$ cat src/rtl/ptt_pkg.sv
package ptt_pkg;
  localparam int unsigned CNT_W  = 8;
  localparam int unsigned ADDR_W = 2;
  localparam int unsigned PSEL_W = 2;
  localparam int unsigned POST_W = 4;

  localparam logic [ADDR_W-1:0] ADDR_COUNT  = 2'd0;
  localparam logic [ADDR_W-1:0] ADDR_PERIOD = 2'd1;
  localparam logic [ADDR_W-1:0] ADDR_CTRL   = 2'd2;
  localparam logic [ADDR_W-1:0] ADDR_FLAG   = 2'd3;

  typedef struct packed {
    logic [POST_W-1:0] post_m1;
    logic [PSEL_W-1:0] pre_sel;
    logic              run;
  } ctrl_t;
endpackage

$ cat src/rtl/ptt_prescaler.sv
module ptt_prescaler #(
  parameter int unsigned SEL_W = 2,
  parameter int unsigned DIV_W = 4
) (
  input  logic             clk,
  input  logic             rst_n,
  input  logic             run_i,
  input  logic             tick_i,
  input  logic             clr_i,
  input  logic [SEL_W-1:0] sel_i,
  output logic             inc_o
);
  localparam logic [DIV_W-1:0] LIM_DIV4  = DIV_W'(3);
  localparam logic [DIV_W-1:0] LIM_DIV16 = DIV_W'(15);

  logic [DIV_W-1:0] pre_q, pre_d;
  logic [DIV_W-1:0] lim;
  logic             step;

  always_comb begin
    case (sel_i)
      SEL_W'(0): lim = '0;
      SEL_W'(1): lim = LIM_DIV4;
      default:   lim = LIM_DIV16;
    endcase
  end

  assign step  = run_i && tick_i && !clr_i;
  assign inc_o = step && (pre_q == lim);

  always_comb begin
    pre_d = pre_q;
    if (clr_i)      pre_d = '0;
    else if (inc_o) pre_d = '0;
    else if (step)  pre_d = pre_q + DIV_W'(1);
  end

  always_ff @(posedge clk or negedge rst_n) begin
    if (!rst_n) pre_q <= '0;
    else        pre_q <= pre_d;
  end

  // an increment only ever comes from an enabled, ticking cycle
  a_r3_inc_needs_tick: assert property (@(posedge clk) disable iff (!rst_n)
    inc_o |-> (run_i && tick_i));
endmodule

$ cat src/rtl/ptt_count_core.sv
module ptt_count_core #(
  parameter int unsigned W = 8
) (
  input  logic         clk,
  input  logic         rst_n,
  input  logic         inc_i,
  input  logic         load_i,
  input  logic [W-1:0] load_val_i,
  input  logic [W-1:0] period_i,
  output logic [W-1:0] cnt_o,
  output logic         match_o,
  output logic         pulse_o
);
  localparam logic [W-1:0] CNT_MAX = '1;

  logic [W-1:0] cnt_q, cnt_d;
  logic         pulse_q, pulse_d;
  logic         hit;

  assign hit     = (cnt_q == period_i);
  assign match_o = inc_i && !load_i && hit;

  always_comb begin
    cnt_d   = cnt_q;
    pulse_d = 1'b0;
    if (load_i) begin
      cnt_d = load_val_i;
    end else if (inc_i) begin
      if (hit) begin
        cnt_d   = '0;
        pulse_d = 1'b1;
      end else begin
        cnt_d = cnt_q + W'(1);
      end
    end
  end

  always_ff @(posedge clk or negedge rst_n) begin
    if (!rst_n) begin
      cnt_q   <= '0;
      pulse_q <= 1'b0;
    end else begin
      cnt_q   <= cnt_d;
      pulse_q <= pulse_d;
    end
  end

  assign cnt_o   = cnt_q;
  assign pulse_o = pulse_q;

  // a pulse is only visible while the count reads zero
  a_r5_pulse_at_zero: assert property (@(posedge clk) disable iff (!rst_n)
    pulse_q |-> (cnt_q == '0));

  // without an increment or a load the count holds and no pulse follows
  a_r8_hold_when_idle: assert property (@(posedge clk) disable iff (!rst_n)
    (!inc_i && !load_i) |=> ($stable(cnt_q) && !pulse_q));

  // a natural overflow past the top value is not a period match
  a_r10_overflow_no_pulse: assert property (@(posedge clk) disable iff (!rst_n)
    (inc_i && !load_i && cnt_q == CNT_MAX && period_i != CNT_MAX)
      |=> (cnt_q == '0 && !pulse_q));
endmodule

$ cat src/rtl/ptt_postscaler.sv
module ptt_postscaler #(
  parameter int unsigned W = 4
) (
  input  logic         clk,
  input  logic         rst_n,
  input  logic         match_i,
  input  logic         clr_i,
  input  logic [W-1:0] ratio_m1_i,
  output logic         fire_o
);
  logic [W-1:0] pc_q, pc_d;

  assign fire_o = match_i && !clr_i && (pc_q == ratio_m1_i);

  always_comb begin
    pc_d = pc_q;
    if (clr_i)        pc_d = '0;
    else if (fire_o)  pc_d = '0;
    else if (match_i) pc_d = pc_q + W'(1);
  end

  always_ff @(posedge clk or negedge rst_n) begin
    if (!rst_n) pc_q <= '0;
    else        pc_q <= pc_d;
  end

  // the match counter never runs past the selected ratio
  a_r6_count_in_range: assert property (@(posedge clk) disable iff (!rst_n)
    (pc_q <= ratio_m1_i));
endmodule

$ cat src/rtl/period_tick_timer.sv
module period_tick_timer
  import ptt_pkg::*;
(
  input  logic        clk,
  input  logic        rst_n,
  input  logic        tick_i,
  input  logic        bus_wr_i,
  input  logic [1:0]  bus_addr_i,
  input  logic [7:0]  bus_wdata_i,
  output logic [7:0]  bus_rdata_o,
  output logic        period_pulse_o,
  output logic        irq_flag_o
);
  localparam int unsigned CTRL_W  = $bits(ctrl_t);
  localparam int unsigned PDIV_W  = 4;
  localparam logic [CNT_W-1:0] PERIOD_RST = '1;

  ctrl_t            ctrl_q, ctrl_d;
  logic [CNT_W-1:0] period_q, period_d;
  logic             flag_q, flag_d;

  logic wr_count, wr_period, wr_ctrl, wr_flag;
  logic restart;
  logic inc;
  logic match;
  logic fire;
  logic [CNT_W-1:0] cnt;

  assign wr_count  = bus_wr_i && (bus_addr_i == ADDR_COUNT);
  assign wr_period = bus_wr_i && (bus_addr_i == ADDR_PERIOD);
  assign wr_ctrl   = bus_wr_i && (bus_addr_i == ADDR_CTRL);
  assign wr_flag   = bus_wr_i && (bus_addr_i == ADDR_FLAG);
  assign restart   = wr_count || wr_ctrl;

  always_comb begin
    ctrl_d   = ctrl_q;
    period_d = period_q;
    flag_d   = flag_q;
    if (wr_ctrl)   ctrl_d   = ctrl_t'(bus_wdata_i[CTRL_W-1:0]);
    if (wr_period) period_d = bus_wdata_i;
    if (fire)                          flag_d = 1'b1;
    else if (wr_flag && bus_wdata_i[0]) flag_d = 1'b0;
  end

  always_ff @(posedge clk or negedge rst_n) begin
    if (!rst_n) begin
      ctrl_q   <= '0;
      period_q <= PERIOD_RST;
      flag_q   <= 1'b0;
    end else begin
      ctrl_q   <= ctrl_d;
      period_q <= period_d;
      flag_q   <= flag_d;
    end
  end

  ptt_prescaler #(.SEL_W(PSEL_W), .DIV_W(PDIV_W)) u_pre (
    .clk    (clk),
    .rst_n  (rst_n),
    .run_i  (ctrl_q.run),
    .tick_i (tick_i),
    .clr_i  (restart),
    .sel_i  (ctrl_q.pre_sel),
    .inc_o  (inc)
  );

  ptt_count_core #(.W(CNT_W)) u_core (
    .clk        (clk),
    .rst_n      (rst_n),
    .inc_i      (inc),
    .load_i     (wr_count),
    .load_val_i (bus_wdata_i),
    .period_i   (period_q),
    .cnt_o      (cnt),
    .match_o    (match),
    .pulse_o    (period_pulse_o)
  );

  ptt_postscaler #(.W(POST_W)) u_post (
    .clk        (clk),
    .rst_n      (rst_n),
    .match_i    (match),
    .clr_i      (restart),
    .ratio_m1_i (ctrl_q.post_m1),
    .fire_o     (fire)
  );

  always_comb begin
    case (bus_addr_i)
      ADDR_COUNT:  bus_rdata_o = cnt;
      ADDR_PERIOD: bus_rdata_o = period_q;
      ADDR_CTRL:   bus_rdata_o = 8'(ctrl_q);
      default:     bus_rdata_o = {7'd0, flag_q};
    endcase
  end

  assign irq_flag_o = flag_q;

  // a postscaler terminal count always leaves the flag set
  a_r7_set_wins: assert property (@(posedge clk) disable iff (!rst_n)
    fire |=> irq_flag_o);

  // the flag only drops after a clear write
  a_r7_sticky: assert property (@(posedge clk) disable iff (!rst_n)
    (irq_flag_o && !(wr_flag && bus_wdata_i[0])) |=> irq_flag_o);
endmodule

$ cat config.mk
export PLATFORM = sky130hd
export DESIGN_NAME = period_tick_timer
export DESIGN_NICKNAME = d
export VERILOG_FILES = /design/src/rtl/ptt_pkg.sv /design/src/rtl/ptt_prescaler.sv /design/src/rtl/ptt_count_core.sv /design/src/rtl/ptt_postscaler.sv /design/src/rtl/period_tick_timer.sv
export SDC_FILE = /design/constraint.sdc
export NUM_CORES = 1
export LEC_CHECK = 0
export BUFFER_PORTS_ARGS = -buffer_cell sky130_fd_sc_hd__clkbuf_2
export CAP_MARGIN = 15
export CORE_ASPECT_RATIO = 1.25
export CORE_UTILIZATION = 33
export DETAILED_ROUTE_END_ITERATION = 8
export SLEW_MARGIN = 15
export SYNTH_ARGS = -nofsm -noshare
export SYNTH_HDL_FRONTEND = slang
export SYNTH_SLANG_ARGS = --single-unit
$ cat constraint.sdc
create_clock -name clk -period 2.7 [get_ports clk]
set_input_delay 0.135 -clock clk [delete_from_list [all_inputs] [get_ports clk]]
set_output_delay 0.135 -clock clk [all_outputs]
set_load 0.01 [all_outputs]
## After elaboration in Yosys (flattened, before gate mapping)

Cells that the tools add are included.

| storage, ports and cells | value |
|---|---|
| register bits | 33 |
| input port bits | 14 |

| cells by class | value |
|---|---|
| add/subtract/negate cells | 3 |
| equal/unequal tests | 7 |
| muxes and demuxes | 16 |
| reduce and logical (&&, ||, !) cells | 21 |

Operators by type and width:

| cell | count |
|---|---|
| 4-bit two-way mux | 6 |
| 8-bit two-way mux | 3 |
| 8-bit one-hot mux with 3 select lines | 1 |
| 1-bit logical AND | 12 |
| 4-bit by 1-bit adder with 4-bit output (second input constant) | 2 |
| 8-bit by 1-bit adder with 8-bit output (second input constant) | 1 |
| 4-bit == test | 2 |
| 8-bit == test | 1 |
| 4-bit one-hot mux with 2 select lines | 1 |
| 3-bit nonzero test | 2 |
| 1-bit two-way mux | 5 |
| 2-bit by 1-bit == test with 1-bit output (second input constant) | 2 |
| 2-bit == test (second input constant) | 2 |
| 2-bit zero test | 2 |
| 2-bit nonzero test | 2 |
| 1-bit zero test | 2 |
| 1-bit logical OR | 1 |

## Depth between registers and ports, before layout

Gate-level depths: netlist of the first run.

| logic depth | value |
|---|---|
| word-level depth | 12 |
| mapped depth | 6 |
| gate-level depth less buffers | 6 |

## By module

A second synthesis of the first run with hierarchy kept.

| second synthesis, totals | value |
|---|---|
| cells, all modules | 191 |
| area total of the unflattened synthesis | 2,107.0 um^2 |

Modules (own cells, without submodules):

| module | instances | cells each | area an instance (um^2) |
|---|---|---|---|
| period_tick_timer | 1 | 55 | 823.3 |
| ptt_count_core | 1 | 78 | 762.0 |
| ptt_postscaler | 1 | 28 | 266.5 |
| ptt_prescaler | 1 | 30 | 255.2 |

## Worst setup path after synthesis of the first run

OpenSTA, ideal clock, no wires.

| path | value |
|---|---|
| path kind | register to register |
| start point | register u_pre.pre_q[0] |
| end point | register u_core.cnt_q[7] (netlist: u_core.cnt_o[7]) |
| setup time | 126 ps |
| arrival time | 1,798 ps |
| data required time | 2,574 ps |
| slack | 776 ps |
| stages on the path, launching flop included | 7 |
| path buffers | 1 |
| period minus slack after synthesis | 1,924 ps |
| cell sequence | dfrtp_1 > or3_4 > a2111oi_4 > o21a_1 > buf_6 > nor2_2 > a221o_1 |

| on the way | value |
|---|---|
| cells in the longest elaborated chain, start to end | 3 |

Ends and longest elaborated chain:

| element | line | source |
|---|---|---|
| from (decl) | ptt_prescaler.sv:16 | `logic [DIV_W-1:0] pre_q, pre_d;` |
| from (signal assigned) | ptt_prescaler.sv:40 | `else pre_q <= pre_d;` |
| 4-bit == test | ptt_prescaler.sv:29 | `assign inc_o = step && (pre_q == lim);` |
| 1-bit logical AND | ptt_prescaler.sv:29 |  |
| 2-bit nonzero test (no source line) | - |  |
| to (signal assigned) | ptt_count_core.sv:43 | `cnt_q <= cnt_d;` |
| to (decl) | ptt_count_core.sv:16 | `logic [W-1:0] cnt_q, cnt_d;` |

Every way passes these cells.
A chain may end at the register's enable or synchronous reset.

## Final worst setup path of the first run

| path | value |
|---|---|
| start point | register u_pre.pre_q[0] |
| end point | register u_core.cnt_q[4] (netlist: u_core.cnt_o[4]) |

Same word-level chain as after synthesis.

==> impl_metrics.json, run 1 <==
{
  "power_density_nw_per_um2": 657,
  "track_usage_pct": 16.3,
  "dieHeight_um": 87.2,
  "wire_per_inst_um": 16.3,
  "netlist_area_um2": 1910,
  "crit_path_start_kind": "register",
  "syn2layout_area_growth_pct": 14.1,
  "syn_area_per_cell_um2": 10.4,
  "worstReg2RegEnd": "u_core.cnt_o[4]",
  "insertion_delay_ns": 0.29,
  "row_count": 30,
  "cp_max_fo": 10,
  "power_w": 0.00144,
  "vdd_drop_max_mv": 0.245,
  "clock-sinks": 33,
  "dpl_cell_area_um2": 2090,
  "antenna_found_initial": 0,
  "clk_pin_slew_worst_paths_ns": 0.07,
  "io_buffers": 23,
  "start_util_pct": 34.7,
  "synth_edf_count": 0,
  "dp_slack_ns": 0.527,
  "fin_nets": 229,
  "leakage_nw": 0.962,
  "cts_tree": "done",
  "maxCapViolations": 0,
  "grt_pass1_wl_um": 7560,
  "fin_skew_ns": 0.00707,
  "io_pins": 24,
  "r2r_start": "u_pre.pre_q[0]",
  "finalCritPeriodShare_pct": 82.1,
  "numCtsBuffers": 5,
  "min_period_ns": 2.22,
  "rrSetupSlack_ns": 0.48,
  "slew_violations": 0,
  "overflow": 0,
  "dp_hpwl_um": 3180,
  "slew-limit-headroom_pct": 43.5,
  "synth_top_flop_cell": "dfrtp_1",
  "rsz0062_at_grt": "no",
  "critPathCaptureType": "register",
  "endpoint": "u_core.cnt_o[4]",
  "layout_setup_ws_ns": 0.483,
  "tightest_slew_ns": 0.847,
  "whs_path_depth": 3,
  "synth_seq_area_share_pct": 43.7,
  "vias": 1528,
  "grt_max_degree": 34,
  "tns_ns": 0,
  "grt_pass1_vias": 1479,
  "ys_ff_latch": 33,
  "drt_wl_total_um": 4520,
  "drcViolationCount": 0,
  "cts-root-buf": "clkbuf_8",
  "drive_gt1_share_pct": 31.9,
  "layout_common_cells": "dfrtp_1 (25), clkbuf_2 (23), nand2_1 (22), o21ai_0 (15), mux2_2 (15)",
  "final_cell_area_um2": 2180,
  "core-area_um2": 5520,
  "dp_cells": 268,
  "async_reset_ff_share_pct": 100,
  "critPathKind": "register to register",
  "drtIter0Drc": 66,
  "vias_per_cell": 5.52,
  "diodes": 0,
  "crit_start": "u_pre.pre_q[0]",
  "synth.distinct_cells": 40,
  "final_cells": 277,
  "synth-warning-count": 0,
  "finalSetupViolations": 0,
  "cts.repair.resized": 0,
  "hold_viol": 0,
  "synth_cells": 184,
  "hp-class": "input port to register",
  "cts_buffer_depth": 2,
  "worst-endpoint-required_ns": 2.87,
  "outcome": "finished, final reports clean",
  "gp_congestion": 0.840,
  "first_pass_iters": 4,
  "fmax_mhz": 451,
  "syn_nets": 201,
  "cp.arrival_ns": 2.38,
  "htreeDepth": 2,
  "die_area_um2": 6110,
  "final_common_cell": "dfrtp_1",
  "worst-r2r-cell-count": 5,
  "antenna_left": 0,
  "dieWidth_um": 70.1
}
synthesized netlist by cell type (all sizes together), types with 4 or more instances:
library cell	number	area (um^2)
nor2	12	52.6
a221o	8	80.1
nand3	7	35.0
nor2b	4	25.0
xor2	4	35.0
nand2	22	82.6
mux2	15	169
dfstp	8	210
o21ai	17	88.8
a21oi	7	35.0
dfrtp	25	626
mux2i	8	80.1
xnor2	9	78.8
metrics by stage:
step                      util [%]  hold slack, ns
after global placement        37.9           0.288
after global routing          39.6           0.117
after floorplan                  -          -0.161
final                         39.6          0.0954
after CTS                     39.6          0.0951
after detailed placement      37.9           0.291
worst min-delay path by stage:
| stage | from | endpoint | slack (ns) |
|---|---|---|---|
| 5_1_grt | bus_wdata_i[7] | u_core.cnt_o[7] | 0.12 |
| 6_report | tick_i | u_pre.pre_q[1] | 0.1 |
| 2_1_floorplan | rst_n | ctrl_q[0] | -0.16 |
| 3_5_place_dp | rst_n | u_pre.pre_q[3] | 0.29 |
| 4_1_cts | tick_i | u_pre.pre_q[1] | 0.1 |
| 3_3_place_gp | rst_n | u_pre.pre_q[3] | 0.29 |
power by group:
part           leakage (nW)  switching, W  internal [W]
Combinational         0.512      0.000175      0.000194
Clock                0.0450      0.000184      0.000179
Sequential            0.405      0.000110      0.000594
worst max-delay path, cell delays in order, from the launching register on:
cell and delay (ns):
dfrtp_1 0.44, or3_4 0.40, a2111oi_4 0.41, o21a_1 0.43, a21oi_1 0.14, a221o_1 0.27
cell families after synthesis:
logic type,count (synthesis),share of synthesized area (%)
DFF,33,43.7
and+or+nand+nor,64,16.9
muxes,24,14.2
buffers and inverters,6,1.57
xor gates and xnor gates,13,5.95
adders and majority gates,3,1.96
AOI/OAI and AO/OA,41,15.8
flip-flops by register name, indices dropped and copies added, names as in the netlist:
register,cells
ctrl_q,7
irq_flag_o,1
period_q,8
u_core.cnt_o,8
u_core.pulse_o,1
u_post.pc_q,4
u_pre.pre_q,4
layout make-up:
cell class              count  area [um^2]
fillers                   564         3330
multi-input cells         145         1050
flip-flops and latches     33          836
repair buffers             24          125
well taps                  64         80.1
clock buffers               6         72.6
inverters                   3         11.3
clock inverters             2         10.0
what timing repair did:
action	CTS	global route
hold buffers	1	0
setup buffers	0	0
hold endpoints to repair	25	0
layer usage:
metal | GRT usage [%] | vias to the layer above | wire length [um]
met5 | 0 | - | 0
met4 | 8.73 | 0 | 136
met3 | 3.82 | 12 | 176
met2 | 24.0 | 36 | 2020
met1 | 22.2 | 750 | 2180
li1 | - | 730 | -
Note: power is estimated with default switching activity, not from simulation.
==> inputs of run 2 (changes only) <==
Clock period 2.7 ns to 1.93 ns, I/O delays scaled along.
==> impl_metrics.json, run 2 (synthesis results as in run 1) <==
{
  "fin_nets": 243,
  "vias": 1563,
  "row_count": 30,
  "finalSetupViolations": 0,
  "wire_per_inst_um": 16.7,
  "dp_cells": 282,
  "pwr-share-seq_pct": 44.9,
  "slew-limit-headroom_pct": 43.8,
  "r2r_start": "u_pre.pre_q[0]",
  "antenna_left": 0,
  "core-area_um2": 5520,
  "drive_gt1_share_pct": 37.0,
  "dpl_cell_area_um2": 2210,
  "finalCritPeriodShare_pct": 98.3,
  "fmax_mhz": 527,
  "rsz0062_at_grt": "yes",
  "insertion_delay_ns": 0.29,
  "critPathCaptureType": "register",
  "drtIter0Drc": 69,
  "io_pins": 24,
  "min_period_ns": 1.90,
  "dieHeight_um": 87.2,
  "drt_wl_total_um": 4860,
  "swShare_pct": 31.8,
  "fillers": 551,
  "gp_congestion": 0.868,
  "outcome": "finished, final reports clean",
  "cts_tree": "done",
  "start_util_pct": 34.7,
  "power_density_nw_per_um2": 928,
  "antenna_found_initial": 0,
  "io_buffers": 23,
  "tightest_slew_ns": 0.843,
  "combPwrFrac_pct": 28.2,
  "holdCritStartpoint": "tick_i",
  "critPathKind": "register to register",
  "final_cells": 291,
  "crit_path_start_kind": "register",
  "clock-sinks": 33,
  "net-switching-power_w": 0.000689,
  "track_usage_pct": 17.4,
  "diodes": 0,
  "power_w": 0.00217,
  "cts_buffer_depth": 2,
  "grt_max_degree": 34,
  "min_to": "u_pre.pre_q[1]",
  "cp_max_fo": 5,
  "clk_pin_slew_worst_paths_ns": 0.07,
  "hp-class": "input port to register",
  "die_area_um2": 6110,
  "tns_ns": 0,
  "fin_skew_ns": 0.00671,
  "rrSetupSlack_ns": 0.03,
  "worst-endpoint-required_ns": 2.14,
  "cts-root-buf": "clkbuf_8",
  "leakage_nw": 1.05,
  "post_cts_buffers": 0,
  "hold_viol": 0,
  "fin_util_pct": 42.3,
  "final_common_cell": "dfrtp_1",
  "maxCapViolations": 0,
  "grt_pass1_wl_um": 8250,
  "slew_violations": 0,
  "p_int_w": 0.00148,
  "htreeDepth": 2,
  "cp.arrival_ns": 2.11,
  "layout_common_cells": "dfrtp_1 (25), clkbuf_2 (23), nand2_1 (22), mux2_2 (15), o21ai_0 (14)",
  "final_cell_area_um2": 2330,
  "vias_per_cell": 5.37,
  "first_pass_iters": 4,
  "drcViolationCount": 0,
  "dp_hpwl_um": 3550,
  "dieWidth_um": 70.1,
  "worst-r2r-cell-count": 7,
  "pwr-share-clk_pct": 26.9,
  "worstReg2RegEnd": "u_pre.pre_q[2]",
  "syn2layout_area_growth_pct": 22.0,
  "overflow": 0,
  "grt_pass1_vias": 1606,
  "whs_path_depth": 3,
  "numCtsBuffers": 5,
  "vdd_drop_max_mv": 0.373
}
-- run 2: routing by layer --
layer,GRT usage [%],up-vias,part of all wire (%)
met2,28.8,35,48
met5,0,-,0
met1,23.1,765,48
met3,3.24,8,2.6
met4,5.64,0,1.6
li1,-,755,-
-- run 2: stage by stage --
step,setup slack [ns],hold slack (ns)
global route,-0.0675,0.0852
floorplan,0.00592,-0.199
global placement,-0.000281,0.252
CTS,0.0117,0.0646
finish,0.0320,0.0693
detailed placement,-0.0368,0.247
-- run 2: critical path: stages, from the launching register on --
cell and delay, ns:
dfrtp_1 0.38, buf_4 0.15, nand3_1 0.12, a2111oi_4 0.09
buf_4 0.15, or4_2 0.67, o21ai_1 0.15, o2bb2ai_1 0.12
-- run 2: what timing repair did --
action	CTS	global route
pin swaps	2	1
endpoints found under the hold margin	25	0
hold buffers	1	0
endpoints found under the setup margin	11	14
gates resized for setup	1	3
-- run 2: layout make-up --
cell class / count / area (um^2) / share of cell area [%]
multi-input cells: 145 / 1060 / 45.6
clock inverters: 1 / 5.00 / 0.214
flip-flops and latches: 33 / 836 / 35.8
repair buffers: 38 / 243 / 10.4
inverters: 3 / 11.3 / 0.482
well taps: 64 / 80.1 / 3.43
clock buffers: 7 / 96.3 / 4.13
-- run 2: power by group through the flow --
stage | clock network [W] | registers (W) | logic (W)
final | 0.000584 | 0.000973 | 0.000611
after global routing | 0.000628 | 0.000992 | 0.000679
after CTS | 0.000602 | 0.000973 | 0.000609
after detailed placement | 0 | 0.000984 | 0.000602
after global placement | 0 | 0.000980 | 0.000596
after floorplan | 0 | 0.000951 | 0.000394
-- run 2: how the worst max path moves through the flow --
| stage | start | end | slack, ns | cells past startpoint |
|---|---|---|---|---|
| 2_1_floorplan | u_pre.pre_q[0] | u_core.cnt_o[7] | 0.006 | 6 |
| 3_3_place_gp | ctrl_q[1] | u_core.cnt_o[0] | -0.0003 | 6 |
| 3_5_place_dp | ctrl_q[1] | u_core.cnt_o[7] | -0.04 | 6 |
| 4_1_cts | period_q[2] | u_core.cnt_o[3] | 0.01 | 6 |
| 5_1_grt | ctrl_q[1] | u_core.cnt_o[0] | -0.07 | 6 |
| 6_report | u_pre.pre_q[0] | u_pre.pre_q[2] | 0.03 | 7 |
==> inputs of run 3 (changes only) <==
Settings changed: ABC_AREA from default to 1, GPL_ROUTABILITY_DRIVEN from default to 0.
==> impl_metrics.json, run 3 <==
{
  "tns_ns": 0,
  "fillers": 624,
  "first_pass_iters": 4,
  "netlist_top_cells_area": "dfrtp_1 (31%), nand2_1 (16%), dfstp_2 (11%)",
  "netlist_area_um2": 2000,
  "dpl_cell_area_um2": 2210,
  "dieHeight_um": 89.1,
  "overflow": 0,
  "cp_max_fo": 5,
  "numCtsBuffers": 5,
  "power_density_nw_per_um2": 920,
  "synth_cells": 268,
  "fin_util_pct": 39.5,
  "swShare_pct": 37.0,
  "dp_hpwl_um": 3860,
  "cts_tree": "done",
  "critPathCaptureType": "register",
  "combPwrFrac_pct": 28.9,
  "synth.distinct_cells": 30,
  "pwr-share-seq_pct": 47.3,
  "insertion_delay_ns": 0.29,
  "die_area_um2": 6380,
  "yosys.area.top_type": "dfrtp_1",
  "cp.arrival_ns": 1.80,
  "drcViolationCount": 0,
  "yosysMostFrequentCell": "nand2_1",
  "synth_seq_area_share_pct": 41.8,
  "io_pins": 24,
  "antenna_found_initial": 0,
  "clock-sinks": 33,
  "diodes": 0,
  "async_reset_ff_share_pct": 100,
  "grt_max_degree": 34,
  "syn_area_per_cell_um2": 7.47,
  "fin_hold_ws_ns": 0.0398,
  "rsz0062_at_grt": "no",
  "row_count": 31,
  "synth-warning-count": 0,
  "crit_path_start_kind": "register",
  "leakage_nw": 1.20,
  "cts-root-buf": "clkbuf_8",
  "vias_per_cell": 4.91,
  "cts.repair.resized": 0,
  "drt_wl_total_um": 5010,
  "finalCritPeriodShare_pct": 81.7,
  "fmax_mhz": 634,
  "final_cell_area_um2": 2300,
  "final_common_cell": "nand2_1",
  "synthTopCellsByCount": "nand2_1 (87), inv_1 (33), nand3_1 (28)",
  "hold_viol": 0,
  "cts_buffer_depth": 2,
  "grt_pass1_wl_um": 8290,
  "drtIter0Drc": 85,
  "synth_top_flop_cell": "dfrtp_1",
  "track_usage_pct": 17.4,
  "maxCapViolations": 0,
  "holdCritStartpoint": "bus_wdata_i[1]",
  "antenna_left": 0,
  "final_cells": 365,
  "io_buffers": 23,
  "fin_skew_ns": 0.00382,
  "worst-endpoint-required_ns": 2.15,
  "synth_top_area_share_pct": 31.3,
  "regArea_um2": 836,
  "critPathKind": "register to register",
  "wire_per_inst_um": 13.7,
  "outcome": "finished, final reports clean",
  "hp-class": "input port to register",
  "net-switching-power_w": 0.000782,
  "grt_pass1_vias": 1756,
  "synth_edf_count": 0,
  "core-area_um2": 5820,
  "multi_input_comb_area_um2": 1000,
  "drive_gt1_share_pct": 19.4,
  "slew_violations": 0,
  "vdd_drop_max_mv": 0.282,
  "slew-limit-headroom_pct": 44.4,
  "p_int_w": 0.00133,
  "dp_cells": 356,
  "r2r_start": "ctrl_q[0]",
  "tightest_slew_ns": 0.834,
  "pwr-share-clk_pct": 23.9,
  "fin_nets": 315,
  "vias": 1791,
  "start_util_pct": 34.4,
  "finalSetupViolations": 0,
  "ys_ff_latch": 33,
  "layout_common_cells": "nand2_1 (87), inv_1 (33), nand3_1 (28), dfrtp_1 (25), clkbuf_2 (23)",
  "syn2layout_area_growth_pct": 14.8,
  "min_period_ns": 1.58,
  "crit_start": "ctrl_q[0]",
  "dieWidth_um": 71.7,
  "htreeDepth": 2,
  "clk_pin_slew_worst_paths_ns": 0.07,
  "syn_nets": 285
}
## run 3: kinds of logic after synthesis
logic type | synth area share (%)
AO/OA/AOI/OAI | 8.13
XOR/XNOR | 6.13
adder cells (fa/ha/maj) | 1.88
buffers and inverters | 8.31
flip-flops | 41.7
multiplexers | 0.562
AND/OR/NAND/NOR | 33.2
## run 3: path summary, 6_finish.rpt
check	to	slack (ns)	depth (start not counted)
worst max-delay path	u_core.cnt_o[4]	0.35	6
worst min-delay path	u_core.cnt_o[1]	0.04	3
worst max register to register	u_core.cnt_o[4]	0.35	6
worst min register to register	period_q[4]	0.51	2
max in group asynchronous	ctrl_q[1]	0.96	2
min in group asynchronous	u_core.cnt_o[6]	0.44	2
## run 3: timing repair
item / CTS / global route
hold buffers: 1 / 0
hold endpoints to repair: 25 / 0
setup buffers: 0 / 0
## run 3: area by class of cell
| cell class | instances | share of cell area, % |
|---|---|---|
| Inverter | 36 | 5.88 |
| Timing Repair Buffer | 29 | 7.08 |
| Clock buffer | 6 | 3.16 |
| Tap cell | 66 | 3.59 |
| Clock inverter | 2 | 0.435 |
| Multi-Input combinational cell | 193 | 43.5 |
| Sequential cell | 33 | 36.4 |
## run 3: power by group through the flow
| stage | combinational, W | sequential [W] | clock (W) |
|---|---|---|---|
| floorplan | 0.000481 | 0.000947 | 0 |
| global placement | 0.000603 | 0.00101 | 0 |
| detailed placement | 0.000611 | 0.00101 | 0 |
| CTS | 0.000615 | 0.00100 | 0.000520 |
| global route | 0.000712 | 0.00102 | 0.000540 |
| finish | 0.000610 | 0.000999 | 0.000505 |
## run 3: metal layers
| layer | GRT usage (%) | part of all wire (%) | vias to the layer above |
|---|---|---|---|
| li1 | - | - | 922 |
| met2 | 31.1 | 51 | 36 |
| met5 | 0 | 0 | - |
| met3 | 3.27 | 2.9 | 9 |
| met4 | 8.20 | 2.0 | 0 |
| met1 | 20.2 | 44 | 824 |
## run 3: worst max-delay path, stage by stage (launching register included)
cell	delay (ns)
dfrtp_1	0.39
nand2_1	0.10
nand3b_2	0.25
nor2_2	0.37
buf_4	0.20
nand4_1	0.12
nand3_1	0.09
## run 3: through the flow
stage | setup WS, ns | total power (W)
global route | 0.181 | 0.00227
detailed placement | 0.325 | 0.00162
CTS | 0.319 | 0.00213
global placement | 0.352 | 0.00161
floorplan | 0.590 | 0.00143
finish | 0.353 | 0.00211
